[src/rtl/jtag_reg_bridge.sv]
module jtag_reg_bridge #(
  parameter int DEPTH = 16,
  parameter int AW    = $clog2(DEPTH)
) (
  input  logic         clk,
  input  logic         rst_n,
  input  logic         cap_dr,
  input  logic         shift_dr,
  input  logic         upd_dr,
  input  logic         tdi,
  output logic         tdo,
  input  logic         nonce_vld,
  input  logic [31:0]  nonce,
  output logic [255:0] midstate,
  output logic [95:0]  blk_tail,
  output logic [31:0]  clk_set,
  output logic         job_start,
  output logic         nonce_ovf
);
  localparam int WLEN = 38;
  localparam int RLEN = 6;
  localparam int CW   = $clog2(DEPTH + 1);
  localparam logic [3:0] A_LAST = 4'd11;
  localparam logic [3:0] A_CLK  = 4'd13;
  localparam logic [3:0] A_RES  = 4'd14;

  logic [WLEN-1:0] sr;
  logic [5:0]      nbits;
  logic [31:0]     word_q [1:11];
  logic [31:0]     clk_q, out_q, rd_val;
  logic            rd_pend, job_q, ovf_q;
  logic [3:0]      rd_addr;
  logic [31:0]     fifo [DEPTH];
  logic [AW-1:0]   wp, rp;
  logic [CW-1:0]   cnt;

  wire [3:0] fa      = sr[35:32];
  wire       fw      = sr[36];
  wire       fa_word = (fa >= 4'd1) && (fa <= A_LAST);
  wire       wr_ok   = upd_dr && nbits == 6'(WLEN) && (^sr) && fw && (fa_word || fa == A_CLK);
  wire       rd_ok   = upd_dr && nbits == 6'(RLEN) && (^sr[37:32]) && !fw &&
                       (fa_word || fa == A_CLK || fa == A_RES);
  wire       empty   = cnt == '0;
  wire       push    = nonce_vld && cnt != CW'(DEPTH);
  wire       pop     = cap_dr && rd_pend && rd_addr == A_RES && !empty;

  always_comb begin
    if (rd_addr == A_CLK)                        rd_val = clk_q;
    else if (rd_addr == A_RES)                   rd_val = empty ? '1 : fifo[rp];
    else if (rd_addr >= 4'd1 && rd_addr <= A_LAST) rd_val = word_q[rd_addr];
    else                                         rd_val = '0;
  end

  always_ff @(posedge clk) begin
    if (!rst_n) begin
      sr      <= '0;
      nbits   <= '0;
      out_q   <= '0;
      clk_q   <= '0;
      rd_pend <= 1'b0;
      rd_addr <= '0;
      job_q   <= 1'b0;
      for (int i = 1; i <= 11; i++) word_q[i] <= '0;
    end else begin
      job_q <= wr_ok && fa == A_LAST;
      if (cap_dr) begin
        nbits   <= '0;
        out_q   <= rd_pend ? rd_val : '0;
        rd_pend <= 1'b0;
      end else if (shift_dr) begin
        sr    <= {tdi, sr[WLEN-1:1]};
        out_q <= {1'b0, out_q[31:1]};
        if (nbits != '1) nbits <= nbits + 6'd1;
      end
      if (wr_ok) begin
        if (fa == A_CLK) clk_q <= sr[31:0];
        else             word_q[fa] <= sr[31:0];
      end
      if (rd_ok) begin
        rd_pend <= 1'b1;
        rd_addr <= fa;
      end
    end
  end

  always_ff @(posedge clk) begin
    if (push) fifo[wp] <= nonce;
  end

  always_ff @(posedge clk) begin
    if (!rst_n) begin
      wp    <= '0;
      rp    <= '0;
      cnt   <= '0;
      ovf_q <= 1'b0;
    end else begin
      if (push) wp <= (wp == AW'(DEPTH - 1)) ? '0 : wp + AW'(1);
      if (pop)  rp <= (rp == AW'(DEPTH - 1)) ? '0 : rp + AW'(1);
      cnt <= cnt + CW'(push) - CW'(pop);
      if (nonce_vld && !push) ovf_q <= 1'b1;
    end
  end

  for (genvar g = 0; g < 8; g++) begin : g_mid
    assign midstate[32*g +: 32] = word_q[g+1];
  end
  for (genvar g = 0; g < 3; g++) begin : g_tail
    assign blk_tail[32*g +: 32] = word_q[g+9];
  end

  assign tdo       = out_q[0];
  assign clk_set   = clk_q;
  assign job_start = job_q;
  assign nonce_ovf = ovf_q;
endmodule

[config.mk]
export PLATFORM = sky130hd
export DESIGN_NAME = jtag_reg_bridge
export DESIGN_NICKNAME = d
export VERILOG_FILES = /design/src/rtl/jtag_reg_bridge.sv
export SDC_FILE = /design/constraint.sdc
export NUM_CORES = 1
export LEC_CHECK = 0
export BUFFER_PORTS_ARGS = -buffer_cell sky130_fd_sc_hd__clkbuf_2
export CAP_MARGIN = 20
export CELL_PAD_IN_SITES_DETAIL_PLACEMENT = 0
export CELL_PAD_IN_SITES_GLOBAL_PLACEMENT = 1
export CORE_ASPECT_RATIO = 1.1
export CORE_MARGIN = 2
export CORE_UTILIZATION = 56
export CTS_BUF_LIST = sky130_fd_sc_hd__clkbuf_4
export CTS_CLUSTER_SIZE = 40
export DETAILED_ROUTE_END_ITERATION = 10
export GPL_TIMING_DRIVEN = 0
export MAX_ROUTING_LAYER = met4
export PLACE_DENSITY = 0.92
export SYNTH_ARGS = -nofsm -noshare
export SYNTH_HDL_FRONTEND = slang
export SYNTH_SLANG_ARGS = --single-unit
[constraint.sdc]
create_clock -name clk -period 12.09 [get_ports clk]
set_input_delay 1.8135 -clock clk [delete_from_list [all_inputs] [get_ports clk]]
set_output_delay 1.8135 -clock clk [all_outputs]
set_load 0.1 [all_outputs]
==> results of run 1 <==
[synthesized netlist by cell type, types with 35 or more instances]
library cell  number  area share (%)
a221oi_1          37            0.68
mux4_2           227              11
a21oi_1           81            0.85
a31oi_1           57            0.74
and2_1           168             2.2
nand4_1           35            0.46
dfxtp_1          136             5.7
mux2i_1           96             2.0
nand2b_1          39            0.51
nor2_1           226             1.8
clkbuf_1         140             1.1
o21ai_0          101             1.1
nand2_1          186             1.5
edfxtp_1        1024              64
buf_2             60            0.63
[through the flow]
stage / power, uW / worst slack [ns] / hold slack [ns]
final: 8611 / 7.730 / 0.4925
after global routing: 8861 / 7.639 / 0.5036
after CTS: 8622 / 7.831 / 0.4957
after detailed placement: 5430 / 7.099 / 0.4785
after global placement: 5402 / 2.541 / 0.4591
after floorplan: 5210 / 6.308 / 0.4576
[sequential cells by signal, summed over array words and instances, names as in the netlist, 4 cells and up, named ones only]
signal,flops
clk_set,32
rp,4
rd_addr,4
nbits,6
wp,4
word_q,512
fifo,512
out_q,32
cnt,5
sr,38
[logic make-up (layout without fill, tap and decap cells)]
logic type | Yosys count | after routing
flip-flops | 1160 | 1160
AND/OR/NAND/NOR | 728 | 728
AO/OA/AOI/OAI | 441 | 441
multiplexers | 326 | 326
buffers and inverters | 267 | 1227
XOR/XNOR | 44 | 44
adder cells (fa/ha/maj) | 25 | 25
other | 1 | 42
[area by class of cell]
type	count	share of cell area, %
clock inverters	60	0.7480
inverters	27	0.1803
multi-input cells	1596	24.12
clock buffers	415	5.543
well taps	1140	2.538
repair buffers	485	5.329
diodes	10	0.04452
flip-flops and latches	1160	59.55
plain buffers	240	1.943
[cells in the final DEF (no fill, tap or decap), types with 10 or more instances in the layout]
| master | n |
|---|---|
| edfxtp_1 | 1024 |
| clkbuf_2 | 423 |
| clkbuf_4 | 415 |
| mux4_2 | 227 |
| nor2_1 | 222 |
| nand2_1 | 186 |
| and2_1 | 164 |
| clkbuf_1 | 140 |
| dfxtp_1 | 136 |
| mux2i_1 | 96 |
| o21ai_0 | 95 |
| a21oi_1 | 81 |
| buf_2 | 60 |
| a31oi_1 | 57 |
| clkinv_1 | 42 |
| a221oi_1 | 37 |
| nand4_1 | 35 |
| nand2b_1 | 34 |
| buf_4 | 33 |
| o31ai_1 | 32 |
| nor2b_1 | 32 |
| a22o_1 | 32 |
| a211oi_1 | 32 |
| conb_1 | 32 |
| xnor2_1 | 31 |
| o21bai_1 | 29 |
| a22oi_1 | 28 |
| buf_6 | 26 |
| inv_1 | 25 |
| ha_1 | 24 |
| buf_1 | 19 |
| buf_12 | 17 |
| xor2_1 | 11 |
| diode_2 | 10 |
[power groups by stage]
stage,clock network [uW],registers (uW),logic (uW)
4_1_cts,3280,4530,814
3_5_place_dp,0,4620,813
5_1_grt,3480,4540,840
3_3_place_gp,0,4630,773
2_1_floorplan,0,5050,160
6_report,3260,4530,816
[final timing paths]
path                              from             end  slack [ns]  depth (start not counted)
worst min-delay path            sr[37]          sr[37]        0.49                          2
worst max-delay path            sr[33]  word_q[10][30]        7.73                         12
worst max register to register  sr[33]  word_q[10][30]        7.73                         12
worst min register to register  sr[37]          sr[37]        0.49                          2
[routing by layer]
metal / vias up / track usage, % / share of wire [%]
met2: 2647 / 54.99 / 49
met3: 514 / 10.04 / 13
met1: 15877 / 40.81 / 33
met5: - / - / 0
met4: 0 / 17.43 / 5.3
li1: 13338 / - / -
[worst register-to-register path: cells and delay by family (launching register included)]
| family | cells | cell delay [ns] |
|---|---|---|
| AND/OR/NAND/NOR | 3 | 0.99 |
| buffers and inverters | 6 | 1.47 |
| adder cells (fa/ha/maj) | 1 | 0.14 |
| flip-flops | 1 | 0.39 |
| AO/OA/AOI/OAI | 2 | 1.02 |
==> flow_summary.ini, run 1 <==
[clock_tree]
holdBufCountCts = 0
cts.sinks = 1160
cts_buffers = 295
clk_path_buf_depth = 4
postCtsResizedCells = 0
ctsRootBufferMaster = clkbuf_4
cts.reportedPaths.clkPinSlew_ns = 0.07
post_cts_buffers = 0
htreeDepth = 5
clock_latency_ns = 1.20
cts_tree = yes

[layout]
regArea_mm2 = 0.03347
area_delta_synth_final_pct = 17.24
fillers = 5722
fin_area_mm2 = 0.05620
final_core_util_pct = 66.29
fin_nets = 3869
post_route_cells_drive_above_1_share_pct = 31.84
fin_cells = 5133
multi_input_area_mm2 = 0.01356

[synthesis]
yosys.cell_types.count = 56
synth_warnings = 0
synth.avg_cell_area_um2 = 16.02
async_flop_share_pct = 0
ys_ff_latch = 1160
ys.flop_type = edfxtp_1
ys_seq_area_share_pct = 69.82
netlist_instances = 2992
synth.area.mux_share_pct = 12.74
netlist_area_mm2 = 0.04794
synth_top_family_by_area = multiplexers
yosys.area_share.simple_pct = 7.417
synth_xor_area_share_pct = 0.8482
synth_edf_count = 1024
synth_compound_area_share_pct = 6.008
synth_fa_ha_area_share_pct = 0.6681

[pwr]
clkPwrFrac_pct = 37.9
p_leak_uw = 0.01910
irDropWorstVdd_mv = 0.1189
power_density_mw_per_mm2 = 153.2
p_switching_uw = 2291
sw_frac_of_total_pct = 26.61
p_seq_share_pct = 52.7
intPower_uw = 6319
comb_power_share_pct = 9.5

[floorplanning]
die_h_um = 310.9
num_io_pins = 426
start_util_pct = 56.55
core.rowCount = 112
dieArea_mm2 = 0.08797
coreArea_mm2 = 0.08478
die_width_um = 283.0

[routing]
antenna_left = 0
wl_per_cell_um = 29.05
via_count = 32376
drt_wl_total_um = 149100
vias_per_cell = 6.307
drtPass1Iterations = 8
drcViolationCount = 0
drt-initial-drc-count = 4778

[setup_path]
end_kind = flop
worst-path-buf-inv = 6
path_cells = inv_1 > ha_1 > buf_2 > inv_1 > a2bb2oi_1 > or3_1 > clkbuf_1 > nor3_4 > nand3_2 > buf_2 > o21ai_4 > buf_12
crit_path_start_kind = flop
crit_required_ns = 12.90
path_class = reg -> reg
arrival_ns = 5.17
max_stage_delay_ns = 0.80
crit_fanout = 17
cp_top_family = buffers and inverters
cp_slowest_cell = o21ai_4

[timing]
maxSlewViolCount = 0
fin_crit_sh_pct = 36.06
slew_headroom_pct = 23.39
hold_viol_final = 0
fmax_mhz = 229.4
worst_slew_pin_slew_ns = 1.149
min_period_ns = 4.360
rsz0062_at_grt = false
setup_viol = 0
fin_tns_setup_ns = 0
skew_ns = 0.1270

[grt]
grt_start_max_net_pins = 26
antenna_found_initial = 12
grt_pass1_wl_um = 213700
globalRouteOverflowTotal = 0
grt_pass1_vias = 32321
grtUsageTotal_pct = 34.74

[placement]
portBuffers = 423
postPlaceCellArea_mm2 = 0.05264
dp.cells = 4648
place_congestion = 0.9480
place_hpwl_um = 106100

[run_status]
status = finished, final reports clean

[min_path]
hold_class = reg -> reg

[run]
cap_violations = 0
(Power assumes the default switching activity.)
==> run 2, diff against run 1 <==
CORE_UTILIZATION = 47   (was 56)
PLACE_DENSITY = 0.83   (was 0.92)
clock period = 3.95 ns   (was 12.09 ns; I/O delays follow)
==> run 2 against run 1 <==
Cell count grew 5.9%. The flow now finishes with violations (negative setup slack). Sequential share of layout area shrank 0.93 points. Non-clock buffer count grew 44. Critical path type unchanged. Clock power grew to 3.1 times the previous value. Via count shrank 0.55%. Critical endpoint is now out_q[9]. Combinational power grew to 3.1 times the previous value.
==> flow_summary.ini, run 2 (synthesized netlist as in run 1, its figures left out) <==
[timing]
fmax_mhz = 252.2
skew_ns = 0.08875
final.setup.worst_slack_ns = -0.01464
maxSlewViolCount = 0
min_period_ns = 3.965
hold_viol_final = 0
worst_slew_pin_slew_ns = 1.194
setup_viol = 1
fin_tns_setup_ns = -0.01464
slew_headroom_pct = 20.42
fin_crit_sh_pct = 100.4

[layout]
final_cell_mix = edfxtp_1, clkbuf_4, clkbuf_2
fillers = 7967
final_core_util_pct = 56.58
post_route_cells_drive_above_1_share_pct = 32.08
mostFrequentLayoutCell = edfxtp_1
reg_top3 = fifo (512), word_q (512), sr (38)
fin_area_mm2 = 0.05709
fin_nets = 3924
area_delta_synth_final_pct = 19.09

[clock_tree]
htreeDepth = 5
cts.reportedPaths.clkPinSlew_ns = 0.07
ctsRootBufferMaster = clkbuf_4
clock_latency_ns = 1.19
cts_tree = yes
clk_path_buf_depth = 4
cts_buffers = 306
cts.sinks = 1160

[pwr]
power_density_mw_per_mm2 = 462.8
finalPower_uw = 26420
irDropWorstVdd_mv = 0.2903
p_leak_uw = 0.01938

[run_status]
status = finished, violations left
violations = negative setup slack

[grt]
grtUsageTotal_pct = 30.10
antenna_found_initial = 18
grt_start_max_net_pins = 26
grt_pass1_wl_um = 218600
grt_pass1_vias = 32234
globalRouteOverflowTotal = 0

[floorplanning]
die_width_um = 308.5
dieArea_mm2 = 0.1046
start_util_pct = 47.51
core.rowCount = 122
num_io_pins = 426
die_h_um = 339.0
coreArea_mm2 = 0.1009

[routing]
drt_wl_total_um = 153500
drt-initial-drc-count = 4436
wl_met1_um = 53200
antenna_left = 0
drtPass1Iterations = 6
drcViolationCount = 0
wl_per_cell_um = 28.25
via_count = 32197
vias_per_cell = 5.924
met2_length_um = 74770
met3_length_um = 18310
top_layer_used = met4

[setup_path]
crit_fanout = 10
path_cells = buf_2 > buf_1 > clkbuf_1 > mux4_2 > a221oi_1 > o21ai_0 > a31oi_1 > a211oi_1
cp_top_family = buffers and inverters
cp_slowest_cell = a221oi_1
worst-path-buf-inv = 3
path_class = reg -> reg
end_kind = flop
crit_path_start_kind = flop
arrival_ns = 4.96
max_stage_delay_ns = 0.98
crit_required_ns = 4.94

[placement]
place_hpwl_um = 109900
postPlaceCellArea_mm2 = 0.05293
place_congestion = 0.9103
portBuffers = 423

[run]
cap_violations = 0

[min_path]
hold_class = in -> reg
[run 2: cell count changes in the layout (fill, tap and decap cells not counted), moves of 4 or more]
cell and change:
diode_2 +8, dlygate4sd3_1 +35, buf_4 +4, and4_2 +4, clkbuf_4 +19, clkinv_1 +9
bufinv_16 -4, and4_1 -4
[run 2: worst paths after layout]
kind	cells past startpoint	from	endpoint	slack (ns)
max reg2reg	8	flop	out_q[9]	-0.01
min	5	upd_dr	clk_set[15]	0.08
min reg2reg	2	sr[37]	sr[36]	0.48
max	8	flop	out_q[9]	-0.01
[run 2: cell type report]
cell class | count | area, um2 | share of cell area, %
diodes | 18 | 45.04 | 0.07889
plain buffers | 240 | 1092 | 1.913
clock buffers | 434 | 3258 | 5.707
clock inverters | 67 | 340.3 | 0.5961
inverters | 27 | 101.3 | 0.1775
multi-input cells | 1596 | 13590 | 23.80
flip-flops and latches | 1160 | 33470 | 58.63
well taps | 1364 | 1707 | 2.989
repair buffers | 529 | 3490 | 6.112
[run 2: per-stage QoR]
step / hold WS, ns / worst slack, ns / cells
finish: 0.07582 / -0.01464 / 5435
global route: 0.06387 / -0.02714 / 5430
global placement: 0.4769 / -4.385 / 4810
floorplan: 0.4576 / -0.5291 / 3023
CTS: 0.002424 / 0.02807 / 5413
detailed placement: 0.4849 / -0.3376 / 4870
[run 2: routing by layer]
metal,global-route usage [%],vias up
met1,35.49,16043
li1,-,13487
met2,47.47,2241
met3,8.496,426
met5,-,-
met4,14.82,0
[run 2: timing repair]
action,CTS,global route
hold endpoints to repair,516,0
resized for setup,2,7
setup endpoints to repair,173,231
hold buffers,35,0
pin swaps,5,2
setup buffers,7,3
[run 2: where the power goes]
group          internal, uW  leakage, uW  switching [uW]  total (uW)
Clock                  5210      0.00217            4790       10000
Combinational           470      0.00649            2080        2550
Sequential            13600       0.0107             231       13900
Total                 19300       0.0194            7100       26400
[run 2: worst reg2reg max path: stages, from the launching register on]
cell and delay, ns:
dfxtp_1 0.33, buf_2 0.27, buf_1 0.57, clkbuf_1 0.72, mux4_2 0.42, a221oi_1 0.98
o21ai_0 0.25, a31oi_1 0.23, a211oi_1 0.07
